### src/rtl/txseq_pkg.sv
`timescale 1ns/1ps
package txseq_pkg;

  typedef enum logic [1:0] {
    ST_IDLE = 2'd0,
    ST_ARM  = 2'd1,
    ST_SEND = 2'd2
  } tx_state_e;

  // Next state of a 16-bit maximal-length Fibonacci LFSR (taps 16,14,13,11).
  function automatic logic [15:0] lfsr_next(input logic [15:0] s);
    logic fb;
    fb = s[15] ^ s[13] ^ s[12] ^ s[10];
    return {s[14:0], fb};
  endfunction

  // Slot mask for the n-th collision: 2^min(n,lim) - 1.
  function automatic logic [15:0] backoff_mask(input int unsigned n, input int unsigned lim);
    int unsigned e;
    e = (n < lim) ? n : lim;
    return 16'((32'd1 << e) - 32'd1);
  endfunction

endpackage

### src/rtl/txseq_ifg_timer.sv
`timescale 1ns/1ps
module txseq_ifg_timer #(
  parameter int IFG_CYCLES = 24
) (
  input  logic clk,
  input  logic rst_n,
  input  logic restart,
  output logic done
);
  localparam int W = $clog2(IFG_CYCLES + 1);

  logic [W-1:0] cnt;

  always_ff @(posedge clk or negedge rst_n) begin
    if (!rst_n)
      cnt <= '0;
    else if (restart)
      cnt <= W'(IFG_CYCLES);
    else if (cnt != '0)
      cnt <= cnt - 1'b1;
  end

  assign done = (cnt == '0);
endmodule

### src/rtl/txseq_backoff.sv
`timescale 1ns/1ps
module txseq_backoff
  import txseq_pkg::*;
#(
  parameter int SLOT_CYCLES = 128,
  parameter int LIMIT       = 10,
  parameter int ATT_W       = 5
) (
  input  logic             clk,
  input  logic             rst_n,
  input  logic             load,
  input  logic [ATT_W-1:0] attempt,
  output logic             done
);
  localparam int SUB_W = (SLOT_CYCLES > 1) ? $clog2(SLOT_CYCLES) : 1;

  logic [15:0]      lfsr;
  logic [LIMIT-1:0] slots;
  logic [SUB_W-1:0] sub;
  logic [LIMIT-1:0] draw;

  always_ff @(posedge clk or negedge rst_n) begin
    if (!rst_n) lfsr <= 16'hACE1;
    else        lfsr <= lfsr_next(lfsr);
  end

  assign draw = lfsr[LIMIT-1:0] & LIMIT'(backoff_mask(32'(attempt), LIMIT));

  always_ff @(posedge clk or negedge rst_n) begin
    if (!rst_n) begin
      slots <= '0;
      sub   <= '0;
    end else if (load) begin
      slots <= draw;
      sub   <= SUB_W'(SLOT_CYCLES - 1);
    end else if (slots != '0) begin
      if (sub == '0) begin
        sub   <= SUB_W'(SLOT_CYCLES - 1);
        slots <= slots - 1'b1;
      end else begin
        sub <= sub - 1'b1;
      end
    end
  end

  assign done = (slots == '0);
endmodule

### src/rtl/txseq_dma.sv
`timescale 1ns/1ps
module txseq_dma #(
  parameter int PAGE_W = 8,
  parameter int LEN_W  = 16
) (
  input  logic              clk,
  input  logic              rst_n,
  input  logic              load,
  input  logic              restore,
  input  logic              active,
  input  logic              ack,
  input  logic [PAGE_W-1:0] page,
  input  logic [LEN_W-1:0]  len,
  output logic              req,
  output logic [PAGE_W+7:0] addr,
  output logic              last
);
  localparam int ADDR_W = PAGE_W + 8;

  logic [ADDR_W-1:0] ptr, base_ptr;
  logic [LEN_W-1:0]  rem, base_len;

  always_ff @(posedge clk or negedge rst_n) begin
    if (!rst_n) begin
      ptr      <= '0;
      base_ptr <= '0;
      rem      <= '0;
      base_len <= '0;
    end else if (load) begin
      ptr      <= {page, 8'h00};
      base_ptr <= {page, 8'h00};
      rem      <= len;
      base_len <= len;
    end else if (restore) begin
      ptr <= base_ptr;
      rem <= base_len;
    end else if (req && ack) begin
      ptr <= ptr + 1'b1;
      rem <= rem - 1'b1;
    end
  end

  assign req  = active && (rem != '0);
  assign last = req && (rem == LEN_W'(1));
  assign addr = ptr;
endmodule

### src/rtl/txseq_ctrl.sv
`timescale 1ns/1ps
module txseq_ctrl
  import txseq_pkg::*;
#(
  parameter int PAGE_W        = 8,
  parameter int LEN_W         = 16,
  parameter int IFG_CYCLES    = 24,
  parameter int SLOT_CYCLES   = 128,
  parameter int BACKOFF_LIMIT = 10,
  parameter int MAX_RETRY     = 15
) (
  input  logic                             clk,
  input  logic                             rst_n,
  input  logic                             tx_go,
  input  logic [PAGE_W-1:0]                cfg_page,
  input  logic [LEN_W-1:0]                 cfg_len,
  input  logic                             fifo_empty,
  input  logic                             fetch_ack,
  input  logic                             mac_collision,
  input  logic                             mac_tx_done,
  output logic                             tx_cmd,
  output logic                             fetch_req,
  output logic [PAGE_W+7:0]                fetch_addr,
  output logic                             fetch_last,
  output logic                             fifo_flush,
  output logic                             mac_tx_start,
  output logic                             stat_ptx,
  output logic                             stat_col,
  output logic                             stat_abt,
  output logic [$clog2(MAX_RETRY+1)-1:0]   col_count
);
  localparam int CC_W  = $clog2(MAX_RETRY + 1);
  localparam int ATT_W = $clog2(MAX_RETRY + 2);

  tx_state_e        state, state_n;
  logic [ATT_W-1:0] attempts;

  // Named internal events, visible to the bound checker.
  logic ifg_done, bo_done;
  logic cmd_accept, start_ok, col_event, good_done, give_up, ifg_restart, bo_load;

  always_comb begin
    cmd_accept  = tx_go && (state == ST_IDLE);
    start_ok    = (state == ST_ARM) && ifg_done && bo_done && !fifo_empty;
    col_event   = (state == ST_SEND) && mac_collision;
    good_done   = (state == ST_SEND) && mac_tx_done && !mac_collision;
    give_up     = col_event && (attempts == ATT_W'(MAX_RETRY));
    ifg_restart = col_event || good_done;
    bo_load     = col_event && !give_up;
  end

  always_comb begin
    state_n = state;
    unique case (state)
      ST_IDLE: if (cmd_accept) state_n = ST_ARM;
      ST_ARM:  if (start_ok)   state_n = ST_SEND;
      ST_SEND: begin
        if (give_up)        state_n = ST_IDLE;
        else if (col_event) state_n = ST_ARM;
        else if (good_done) state_n = ST_IDLE;
      end
      default: state_n = ST_IDLE;
    endcase
  end

  always_ff @(posedge clk or negedge rst_n) begin
    if (!rst_n) begin
      state        <= ST_IDLE;
      attempts     <= '0;
      mac_tx_start <= 1'b0;
      stat_ptx     <= 1'b0;
      stat_col     <= 1'b0;
      stat_abt     <= 1'b0;
      col_count    <= '0;
    end else begin
      state        <= state_n;
      mac_tx_start <= start_ok;
      if (cmd_accept) begin
        attempts  <= '0;
        stat_ptx  <= 1'b0;
        stat_col  <= 1'b0;
        stat_abt  <= 1'b0;
        col_count <= '0;
      end else begin
        if (col_event) begin
          attempts <= attempts + 1'b1;
          stat_col <= 1'b1;
          if (col_count != CC_W'(MAX_RETRY))
            col_count <= col_count + 1'b1;
        end
        if (give_up)   stat_abt <= 1'b1;
        if (good_done) stat_ptx <= 1'b1;
      end
    end
  end

  assign tx_cmd     = (state != ST_IDLE);
  assign fifo_flush = col_event;

  txseq_ifg_timer #(
    .IFG_CYCLES(IFG_CYCLES)
  ) u_ifg (
    .clk    (clk),
    .rst_n  (rst_n),
    .restart(ifg_restart),
    .done   (ifg_done)
  );

  txseq_backoff #(
    .SLOT_CYCLES(SLOT_CYCLES),
    .LIMIT      (BACKOFF_LIMIT),
    .ATT_W      (ATT_W)
  ) u_backoff (
    .clk    (clk),
    .rst_n  (rst_n),
    .load   (bo_load),
    .attempt(attempts + 1'b1),
    .done   (bo_done)
  );

  txseq_dma #(
    .PAGE_W(PAGE_W),
    .LEN_W (LEN_W)
  ) u_dma (
    .clk    (clk),
    .rst_n  (rst_n),
    .load   (cmd_accept),
    .restore(col_event),
    .active (state != ST_IDLE),
    .ack    (fetch_ack),
    .page   (cfg_page),
    .len    (cfg_len),
    .req    (fetch_req),
    .addr   (fetch_addr),
    .last   (fetch_last)
  );
endmodule

### config.mk
export PLATFORM = sky130hd
export DESIGN_NAME = txseq_ctrl
export DESIGN_NICKNAME = d
export VERILOG_FILES = /design/src/rtl/txseq_pkg.sv /design/src/rtl/txseq_ifg_timer.sv /design/src/rtl/txseq_backoff.sv /design/src/rtl/txseq_dma.sv /design/src/rtl/txseq_ctrl.sv
export SDC_FILE = /design/constraint.sdc
export NUM_CORES = 1
export LEC_CHECK = 0
export ABC_AREA = 1
export BUFFER_PORTS_ARGS = -buffer_cell sky130_fd_sc_hd__buf_2
export CORE_ASPECT_RATIO = 1.1
export CORE_MARGIN = 2
export CORE_UTILIZATION = 50
export DETAILED_ROUTE_END_ITERATION = 8
export PLACE_DENSITY_LB_ADDON = 0.3
export SYNTH_ARGS = -nofsm -noshare
export SYNTH_HDL_FRONTEND = slang
export SYNTH_SLANG_ARGS = --single-unit
### constraint.sdc
create_clock -name clk -period 2 [get_ports clk]
set_input_delay 0.2 -clock clk [delete_from_list [all_inputs] [get_ports clk]]
set_output_delay 0.2 -clock clk [all_outputs]
set_load 0.01 [all_outputs]
Yosys cells after proc, flatten, opt, wreduce, memory -nomap -nowiden --
Index checks and enable logic that the tools add are counted.
Storage, ports and cells: register bits after elaboration 109, input bits 31, output and inout bits 28, word-level logic and storage cells 104
Operators by class: add/subtract/negate cells 8, $lt $le $gt $ge 1, equality and inequality tests 8, shift-type cells 1, multiplexer cells 32, bitwise logic cells 4, reduce and logical (&&, ||, !) cells 35
Operator list (count):
- $mux W16 | 6
- $shl A1 B32 Y10 const A | 1
- $mux W10 | 3
- $mux W5 | 5
- $mux W7 | 3
- $sub A10 B1 Y10 const B | 2
- $add A16 B1 Y16 const B | 1
- $eq A16 B1 Y1 const B | 1
- $reduce_bool A16 Y1 | 1
- $reduce_bool A2 Y1 | 8
- $sub A16 B1 Y16 const B | 1
- $logic_and A1 B1 Y1 | 12
- $mux W4 | 3
- $and A10 B10 Y10 | 1
- $logic_not A10 Y1 | 1
- $mux W2 | 5
- $reduce_bool A10 Y1 | 1
- $ne A4 B4 Y1 const B | 2
- $logic_not A7 Y1 | 1
- $sub A7 B1 Y7 const B | 1
- $mux W1 | 6
- $pmux W2 S3 | 1
- $add A5 B1 Y5 const B | 1
- $eq A5 B4 Y1 const B | 1
- other kinds (15) | 21

Longest topological paths before layout --
Gate-level depths: netlist of run 1.
depth after elaboration 7, depth in mapped cells 15, mapped depth without buffers 15

Cells and area by module --
Synthesis of run 1 repeated with hierarchy kept, for this count alone.
Unflattened totals: cell total of the unflattened synthesis 842, area total of the unflattened synthesis 6172.2 sq um
Modules (own cells, without submodules):
- txseq_dma | instances 1, cells an instance 496, area an instance 3337.0 sq um, sequential area each 1401.3 sq um
- txseq_backoff | instances 1, cells an instance 223, area an instance 1789.2 sq um, sequential area each 835.8 sq um
- txseq_ctrl | instances 1, cells an instance 92, area an instance 785.8 sq um, sequential area each 375.4 sq um
- txseq_ifg_timer | instances 1, cells an instance 31, area an instance 260.2 sq um, sequential area each 125.1 sq um

Least setup slack after synthesis of run 1 --
OpenSTA, ideal clock, no wires.
path kind register to register, start point register attempts[1], end point register u_backoff.slots[1], setup time 0.083 ns, data arrival time 2.019 ns, setup slack -0.102 ns, stages on the path, launching flop included 13, buffers on the path 0, clock period less this slack 2.102 ns, cell sequence dfrtp_1 > ha_1 > nand2_1 > nor2_1 > ha_1 > inv_1 > nor2_1 > nand4_1 > ha_1 > nand3b_1 > o21ai_0 > nand2_1 > o21ai_0
Between the ends: word-level cells in the longest chain between the ends 7, elaborated cells on any way between the ends 14, those cells by class 2 x add/sub; 1 x order compare; 1 x eq/ne; 1 x shift; 2 x mux; 1 x bitwise; 6 x reduce/logical
Ends and longest elaborated chain:
- start: declaration | line txseq_ctrl.sv:36 | logic [ATT_W-1:0] attempts;
- start signal: assignment | line txseq_ctrl.sv:86 | attempts <= attempts + 1'b1;
- $add A5 B1 Y5 | line txseq_ctrl.sv:117 | .attempt(attempts + 1'b1),
- $lt A5 B4 Y1 | line txseq_pkg.sv:20 | e = (n < lim) ? n : lim;
- $mux W5 | line txseq_pkg.sv:20
- $shl A1 B32 Y10 | line txseq_pkg.sv:21 | return 16'((32'd1 << e) - 32'd1);
- $sub A10 B1 Y10 | line txseq_pkg.sv:21
- $and A10 B10 Y10 | line txseq_backoff.sv:27 | assign draw = lfsr[LIMIT-1:0] & LIMIT'(backoff_mask(32'(attempt), LIMIT));
- $mux W10 | line txseq_backoff.sv:33 | end else if (load) begin
- end signal: assignment | line txseq_backoff.sv:34 | slots <= draw;
- end signal: assignment | line txseq_backoff.sv:39 | slots <= slots - 1'b1;
- end: declaration | line txseq_backoff.sv:18 | logic [LIMIT-1:0] slots;
Several ways; a longest one is shown, not always the timed one. A chain may end at the register's enable or synchronous reset.

Final worst setup path of run 1 --
start point register attempts[0], end point register u_backoff.slots[1]
The elaborated chain is that of the path after synthesis.

==> impl_metrics.env, run 1 <==
export IMPL_intPower_uw=4375
export IMPL_layout_setup_ws_ps=-35.26
export IMPL_p_sw_uw=2181
export IMPL_first_pass_iters=5
export IMPL_fp_row_count=41
export IMPL_numCtsBuffers=9
export IMPL_r2r_slack_ps=-40
export IMPL_ys_seq_area_frac=0.4656
export IMPL_min_path_type="primary input to flop"
export IMPL_endpoint_kind="flop"
export IMPL_tightest_slew_ps=333.4
export IMPL_die_h_um=117.7
export IMPL_fin_crit_sh=1.018
export IMPL_io_pins=59
export IMPL_num_fill_cells=1046
export IMPL_cap_violations=0
export IMPL_finalNonFillerCells=994
export IMPL_setup_tns_ps=-48.34
export IMPL_place_ws_ps=18.50
export IMPL_fmax_mhz=491.3
export IMPL_synth_fp_nets=798
export IMPL_holdPathStages=3
export IMPL_start_kind="flop"
export IMPL_p_sw_frac=0.3326
export IMPL_holdPathEnd="u_dma.base_len[14]"
export IMPL_met2_usage=0.3746
export IMPL_wl_um=13880
export IMPL_syn_area_um2=5879
export IMPL_place_inst=965
export IMPL_finalHoldViolCount=0
export IMPL_core_um2=11490
export IMPL_rsz0062_at_grt="yes"
export IMPL_cp_required_ps=2230
export IMPL_multiInputGateArea_um2=2735
export IMPL_power_leakage_uw=0.003460
export IMPL_grt_util_met3=0.04707
export IMPL_clockRootBuffer="clkbuf_16"
export IMPL_syn_area_per_cell_um2=7.787
export IMPL_final_common_cell="nand2_1"
export IMPL_p_clk_frac=0.278
export IMPL_die_w_um=107.4
export IMPL_p_comb_frac=0.267
export IMPL_place_area_um2=6446
export IMPL_fin_util=0.6027
export IMPL_slew_headroom=0.7760
export IMPL_ant_nets=0
export IMPL_antenna_cells=0
export IMPL_start_util=0.5117
export IMPL_dieArea_um2=12640
export IMPL_drtIter0Drc=269
export IMPL_power_frac_seq=0.455
export IMPL_synthToLayoutAreaGrowth_pct=17.79
export IMPL_synth_seq_cells=109
export IMPL_worstHoldStart="cfg_len[14]"
export IMPL_path_class="flop to flop"
export IMPL_period_needed_ps=2035
export IMPL_vias=5299
export IMPL_nNetsFinal=882
export IMPL_clock_latency_ps=350
export IMPL_grt_busiest_layer="met2"
export IMPL_finalSetupViolCount=3
export IMPL_r2r_start="attempts[0]"
export IMPL_cts_clk_slew_worst_paths_ps=70
export IMPL_r2r_end="u_backoff.slots[1]"
export IMPL_gp_congestion=0.9268
export IMPL_final_layout_size_suffix_gt1_frac=0.1979
export IMPL_worstPathMaxFanout=4
export IMPL_design_area_um2=6925
export IMPL_viasPerCell=5.331
export IMPL_io_buffers=58
export IMPL_cts_sinks=109
export IMPL_register_area_um2=2740
export IMPL_worstPathArrival_ps=2270
export IMPL_outcome="finished, violations left"
export IMPL_grt_start_max_net_pins=52
export IMPL_ir_drop_uv=633.7
export IMPL_cts_tree="done"
export IMPL_drt_wirelength_per_cell_um=13.96
export IMPL_dp_hpwl_um=9686
export IMPL_violations="setup timing"
export IMPL_postSynthCellCount=755
export IMPL_antenna_found_initial=1
export IMPL_ys_types=34
export IMPL_overflow=0
export IMPL_yosys_warnings=0
export IMPL_first_global_vias=5103
export IMPL_final_cell_mix="182 x nand2_1, 99 x dfrtp_1, 86 x inv_1"
export IMPL_grt_pass1_wl_um=23140
export IMPL_htreeDepth=3
export IMPL_maxSlewViolCount=0
export IMPL_drcViolationCount=0
export IMPL_ff2ff_path_depth=12
export IMPL_cts_path_max_buffers=2
export IMPL_gr_usage_met1=0.2918
export IMPL_grt_util_all_layers=0.2247
export IMPL_skew_ps=5.757
export IMPL_p_per_area_nw_per_um2=946.6
[logic make-up (layout without fill, tap and decap cells)]
kind of cell / count (synthesis) / in the layout / share of synthesized area
flops: 109 / 109 / 0.4656
xor+xnor: 17 / 17 / 0.02533
fa+ha+maj: 12 / 12 / 0.02554
simple gates: 365 / 365 / 0.2745
compound gates: 136 / 136 / 0.1253
buf+inv: 116 / 205 / 0.08363
[power groups by stage]
stage	Combinational, µW	Clock (µW)	Sequential (µW)
after floorplan	1130	0	2990
after global placement	1580	0	3000
after detailed placement	1620	0	3020
after CTS	1650	1860	2980
after global routing	2000	1960	3030
final	1750	1830	2980
[worst max-delay path: stages (launching register included)]
cell      delay [ps]
dfrtp_1          380
ha_2             200
nand2_2           70
nor2_2            30
ha_1             310
inv_2             70
nor2_4           110
nand4_1          130
ha_2             340
nand3b_1         100
o21ai_1           70
nand2_1           60
o21ai_1           60
[worst max-delay path by stage]
stage / startpoint / endpoint / slack, ps / cells after the start
finish: attempts[0] / u_backoff.slots[1] / -40 / 12
global route: attempts[0] / u_backoff.slots[2] / -140 / 14
CTS: attempts[1] / u_backoff.slots[1] / 1 / 12
detailed placement: attempts[1] / u_backoff.slots[1] / 20 / 12
global placement: attempts[1] / u_backoff.slots[6] / 80 / 13
floorplan: attempts[1] / u_backoff.slots[1] / -5 / 12
[area by class of cell]
cell class                      count  share of cell area
Clock buffer                       13             0.03758
Clock inverter                      3            0.006323
Inverter                           92             0.04986
Multi-Input combinational cell    530              0.3949
Sequential cell                   109              0.3957
Tap cell                          150             0.02710
Timing Repair Buffer               97             0.08853
[per-stage QoR]
step | hold slack (ps) | total power (µW)
after CTS | 68.39 | 6488
after detailed placement | 115.1 | 4634
final | 70.27 | 6555
after global routing | 70.54 | 6996
after floorplan | -95.59 | 4118
after global placement | 107.7 | 4583
[sequential cells by signal (all words and copies together) (netlist names)]
signal and cells:
attempts 5, col_count 4, mac_tx_start 1, stat_abt 1, stat_col 1, stat_ptx 1
state 2, u_backoff.lfsr 16, u_backoff.slots 10, u_backoff.sub 7, u_dma.addr 16, u_dma.base_len 16
u_dma.base_ptr 8, u_dma.rem 16, u_ifg.cnt 5
[cells in the mapped netlist]
master | n | area [µm²]
ha_1 | 12 | 150.1
dfrtp_1 | 101 | 2527
nand3b_1 | 3 | 22.52
clkbuf_1 | 8 | 30.03
o22ai_1 | 2 | 12.51
a22oi_1 | 2 | 15.01
inv_1 | 90 | 337.8
nor2_1 | 73 | 274.0
nor3b_1 | 3 | 22.52
o21ai_1 | 8 | 40.04
buf_2 | 9 | 45.04
nor2_2 | 5 | 31.28
a21oi_1 | 27 | 135.1
nor3_4 | 1 | 16.27
a31oi_2 | 4 | 50.05
nand3_1 | 50 | 250.2
nand3_4 | 2 | 35.03
nor3_1 | 15 | 75.07
inv_2 | 2 | 7.510
nand2_1 | 188 | 705.7
a31oi_1 | 7 | 43.79
o31ai_1 | 1 | 7.510
nand2_2 | 4 | 25.02
dfstp_2 | 8 | 210.2
buf_6 | 6 | 67.56
nand2_4 | 2 | 22.52
a22o_1 | 1 | 8.760
xor2_1 | 9 | 78.83
o32ai_1 | 1 | 8.760
nor2_4 | 3 | 33.78
buf_1 | 1 | 3.750
xnor2_1 | 8 | 70.07
o21ai_0 | 83 | 415.4
nand4_1 | 16 | 100.1
[per-layer routing]
layer / vias to the layer above / wire, µm
li1: 2622 / -
met1: 2537 / 6056
met2: 116 / 7014
met3: 22 / 572
met4: 2 / 228
met5: - / 7
[timing repair]
action,in CTS,in global routing
hold buffers,1,0
hold endpoints to repair,17,0
pin swaps,1,14
endpoints found under the setup margin,4,23
gates cloned,0,0
resized for setup,1,23
buffers inserted,2,10
Note: power is estimated with default switching activity, not from simulation.
==> inputs of run 2 (changes only) <==
--- a/config.mk
+++ b/config.mk
@@ -11,7 +11,7 @@
 export CORE_MARGIN = 2
 export CORE_UTILIZATION = 50
 export DETAILED_ROUTE_END_ITERATION = 8
-export PLACE_DENSITY_LB_ADDON = 0.3
+export PLACE_DENSITY = 0.77
 export SYNTH_ARGS = -nofsm -noshare
 export SYNTH_HDL_FRONTEND = slang
 export SYNTH_SLANG_ARGS = --single-unit
==> run 2 against run 1 <==
Compared with the run above: the run now ends clean; count of clock-buffer cells in the layout decreased by 2; clock skew increased by 1.4 ps; clock power increased by 7%; die area unchanged; fmax increased by 2.6%; final area increased by 1.6%; global-route usage decreased by 0.86 points; hold slack got worse by 4.3 ps; power increased by 1.9%; largest cell class is now multi-input combinational cells.
==> impl_metrics.env, run 2 (synthesis results as in run 1) <==
export IMPL_place_area_um2=6494
export IMPL_io_buffers=58
export IMPL_r2r_start="attempts[0]"
export IMPL_final_common_cell="nand2_1"
export IMPL_core_um2=11490
export IMPL_fin_crit_sh=0.9915
export IMPL_clockRootBuffer="clkbuf_16"
export IMPL_place_ws_ps=22.62
export IMPL_outcome="finished clean"
export IMPL_drcViolationCount=0
export IMPL_worstPathMaxFanout=4
export IMPL_first_global_vias=4806
export IMPL_ant_nets=0
export IMPL_overflow=0
export IMPL_endpoint_kind="primary output"
export IMPL_path_cells="nor2_2 -> nand2_2 -> nor3_4 -> nand2_2 -> nand2_4 -> nor3b_2 -> buf_2"
export IMPL_cpPeakStageDelay_ps=430
export IMPL_start_kind="flop"
export IMPL_cp_required_ps=1800
export IMPL_path_common_cell="nand2_2"
export IMPL_grt_start_max_net_pins=47
export IMPL_nNetsFinal=885
export IMPL_final_cell_mix="183 x nand2_1, 100 x dfrtp_1, 86 x inv_1"
export IMPL_io_pins=59
export IMPL_period_needed_ps=1983
export IMPL_die_h_um=117.7
export IMPL_layout_setup_ws_ps=16.92
export IMPL_cp_num_buf_inv=1
export IMPL_ir_drop_uv=619.7
export IMPL_start_util=0.5117
export IMPL_wl_um=13510
export IMPL_final_layout_size_suffix_gt1_frac=0.2043
export IMPL_dieArea_um2=12640
export IMPL_slew_headroom=0.6731
export IMPL_grt_pass1_wl_um=22200
export IMPL_dp_hpwl_um=9223
export IMPL_drt_wirelength_per_cell_um=13.55
export IMPL_r2r_slack_ps=20
export IMPL_gp_congestion=0.8773
export IMPL_fmax_mhz=504.3
export IMPL_skew_ps=7.110
export IMPL_holdPathEnd="u_dma.base_len[2]"
export IMPL_grt_util_all_layers=0.2161
export IMPL_finalSetupViolCount=0
export IMPL_maxSlewViolCount=0
export IMPL_p_per_area_nw_per_um2=949.2
export IMPL_power_leakage_uw=0.003499
export IMPL_multiInputGateArea_um2=2783
export IMPL_cts_clk_slew_worst_paths_ps=70
export IMPL_fin_util=0.6123
export IMPL_ff2ff_path_depth=12
export IMPL_numCtsBuffers=9
export IMPL_num_fill_cells=1051
export IMPL_drtIter0Drc=353
export IMPL_r2r_end="u_backoff.slots[1]"
export IMPL_design_area_um2=7036
export IMPL_rsz0062_at_grt="yes"
export IMPL_antenna_cells=0
export IMPL_worstPathArrival_ps=1780
export IMPL_synthToLayoutAreaGrowth_pct=19.66
export IMPL_setup_tns_ps=0
export IMPL_min_path_type="primary input to flop"
export IMPL_tightest_slew_ps=490.4
export IMPL_worstHoldStart="cfg_len[2]"
export IMPL_clock_latency_ps=360
export IMPL_die_w_um=107.4
export IMPL_finalHoldViolCount=0
export IMPL_first_pass_iters=5
export IMPL_path_class="flop to primary output"
export IMPL_critPathSlowestCell="dfrtp_1"
export IMPL_cts_path_max_buffers=2
export IMPL_fp_row_count=41
export IMPL_cap_violations=0
export IMPL_cts_sinks=109
export IMPL_vias=5208
export IMPL_register_area_um2=2739
export IMPL_antenna_found_initial=0
export IMPL_cp_top_family="simple AND/OR/NAND/NOR gates"
export IMPL_cts_tree="done"
export IMPL_hold_ws_ps=66.00
export IMPL_htreeDepth=3
export IMPL_viasPerCell=5.224
export IMPL_holdPathStages=3
[run 2: layout make-up]
class                           count  share of cell area
Inverter                           92             0.04944
Timing Repair Buffer              100             0.09390
Multi-Input combinational cell    530              0.3955
Clock inverter                      5             0.01209
Sequential cell                   109              0.3893
Tap cell                          150             0.02668
Clock buffer                       11             0.03308
[run 2: metrics by stage]
stage,instances,total power (µW)
floorplan,755,4118
global placement,968,4599
detailed placement,968,4639
CTS,986,6615
global route,997,7106
finish,997,6678
[run 2: routing by layer]
layer  global-route usage  vias up  routed length [µm]  part of all wire
li1                     -     2622                   -                 -
met1               0.2942     2461                6135              0.45
met2               0.3517      107                6607              0.49
met3              0.03156       18                 481             0.036
met4              0.07692        0                 282             0.021
met5                    0        -                   0                 0
[run 2: power by group]
group / switching, µW / internal, µW / total, µW
clock: 841 / 1100 / 1950
combinational: 1040 / 708 / 1750
sequential: 361 / 2630 / 2990
[run 2: how the worst max path moves through the flow]
stage,to,from,slack (ps),depth (start not counted)
2_1_floorplan,u_backoff.slots[1],attempts[1],-5,12
3_3_place_gp,u_backoff.slots[6],attempts[1],90,13
3_5_place_dp,u_backoff.slots[6],attempts[1],20,13
4_1_cts,fetch_req,u_dma.rem[1],2,8
5_1_grt,u_backoff.slots[1],attempts[0],-100,12
6_report,fetch_last,u_dma.rem[10],20,7
[run 2: timing repair]
action / CTS / global route
pin swaps: 0 / 18
setup buffers: 1 / 11
hold endpoints to repair: 28 / 0
hold buffers: 1 / 0
setup endpoints to repair: 4 / 36
gates resized for setup: 4 / 30
[run 2: worst reg2reg max path, cell delays in order, from the launching register on]
cell	delay, ps
dfrtp_1	390
ha_2	190
nand2_1	50
nor2_1	40
ha_1	300
inv_2	70
nor2_4	100
nand4_1	120
ha_2	290
nand3b_1	150
o21ai_1	80
nand2_1	60
o21ai_1	70
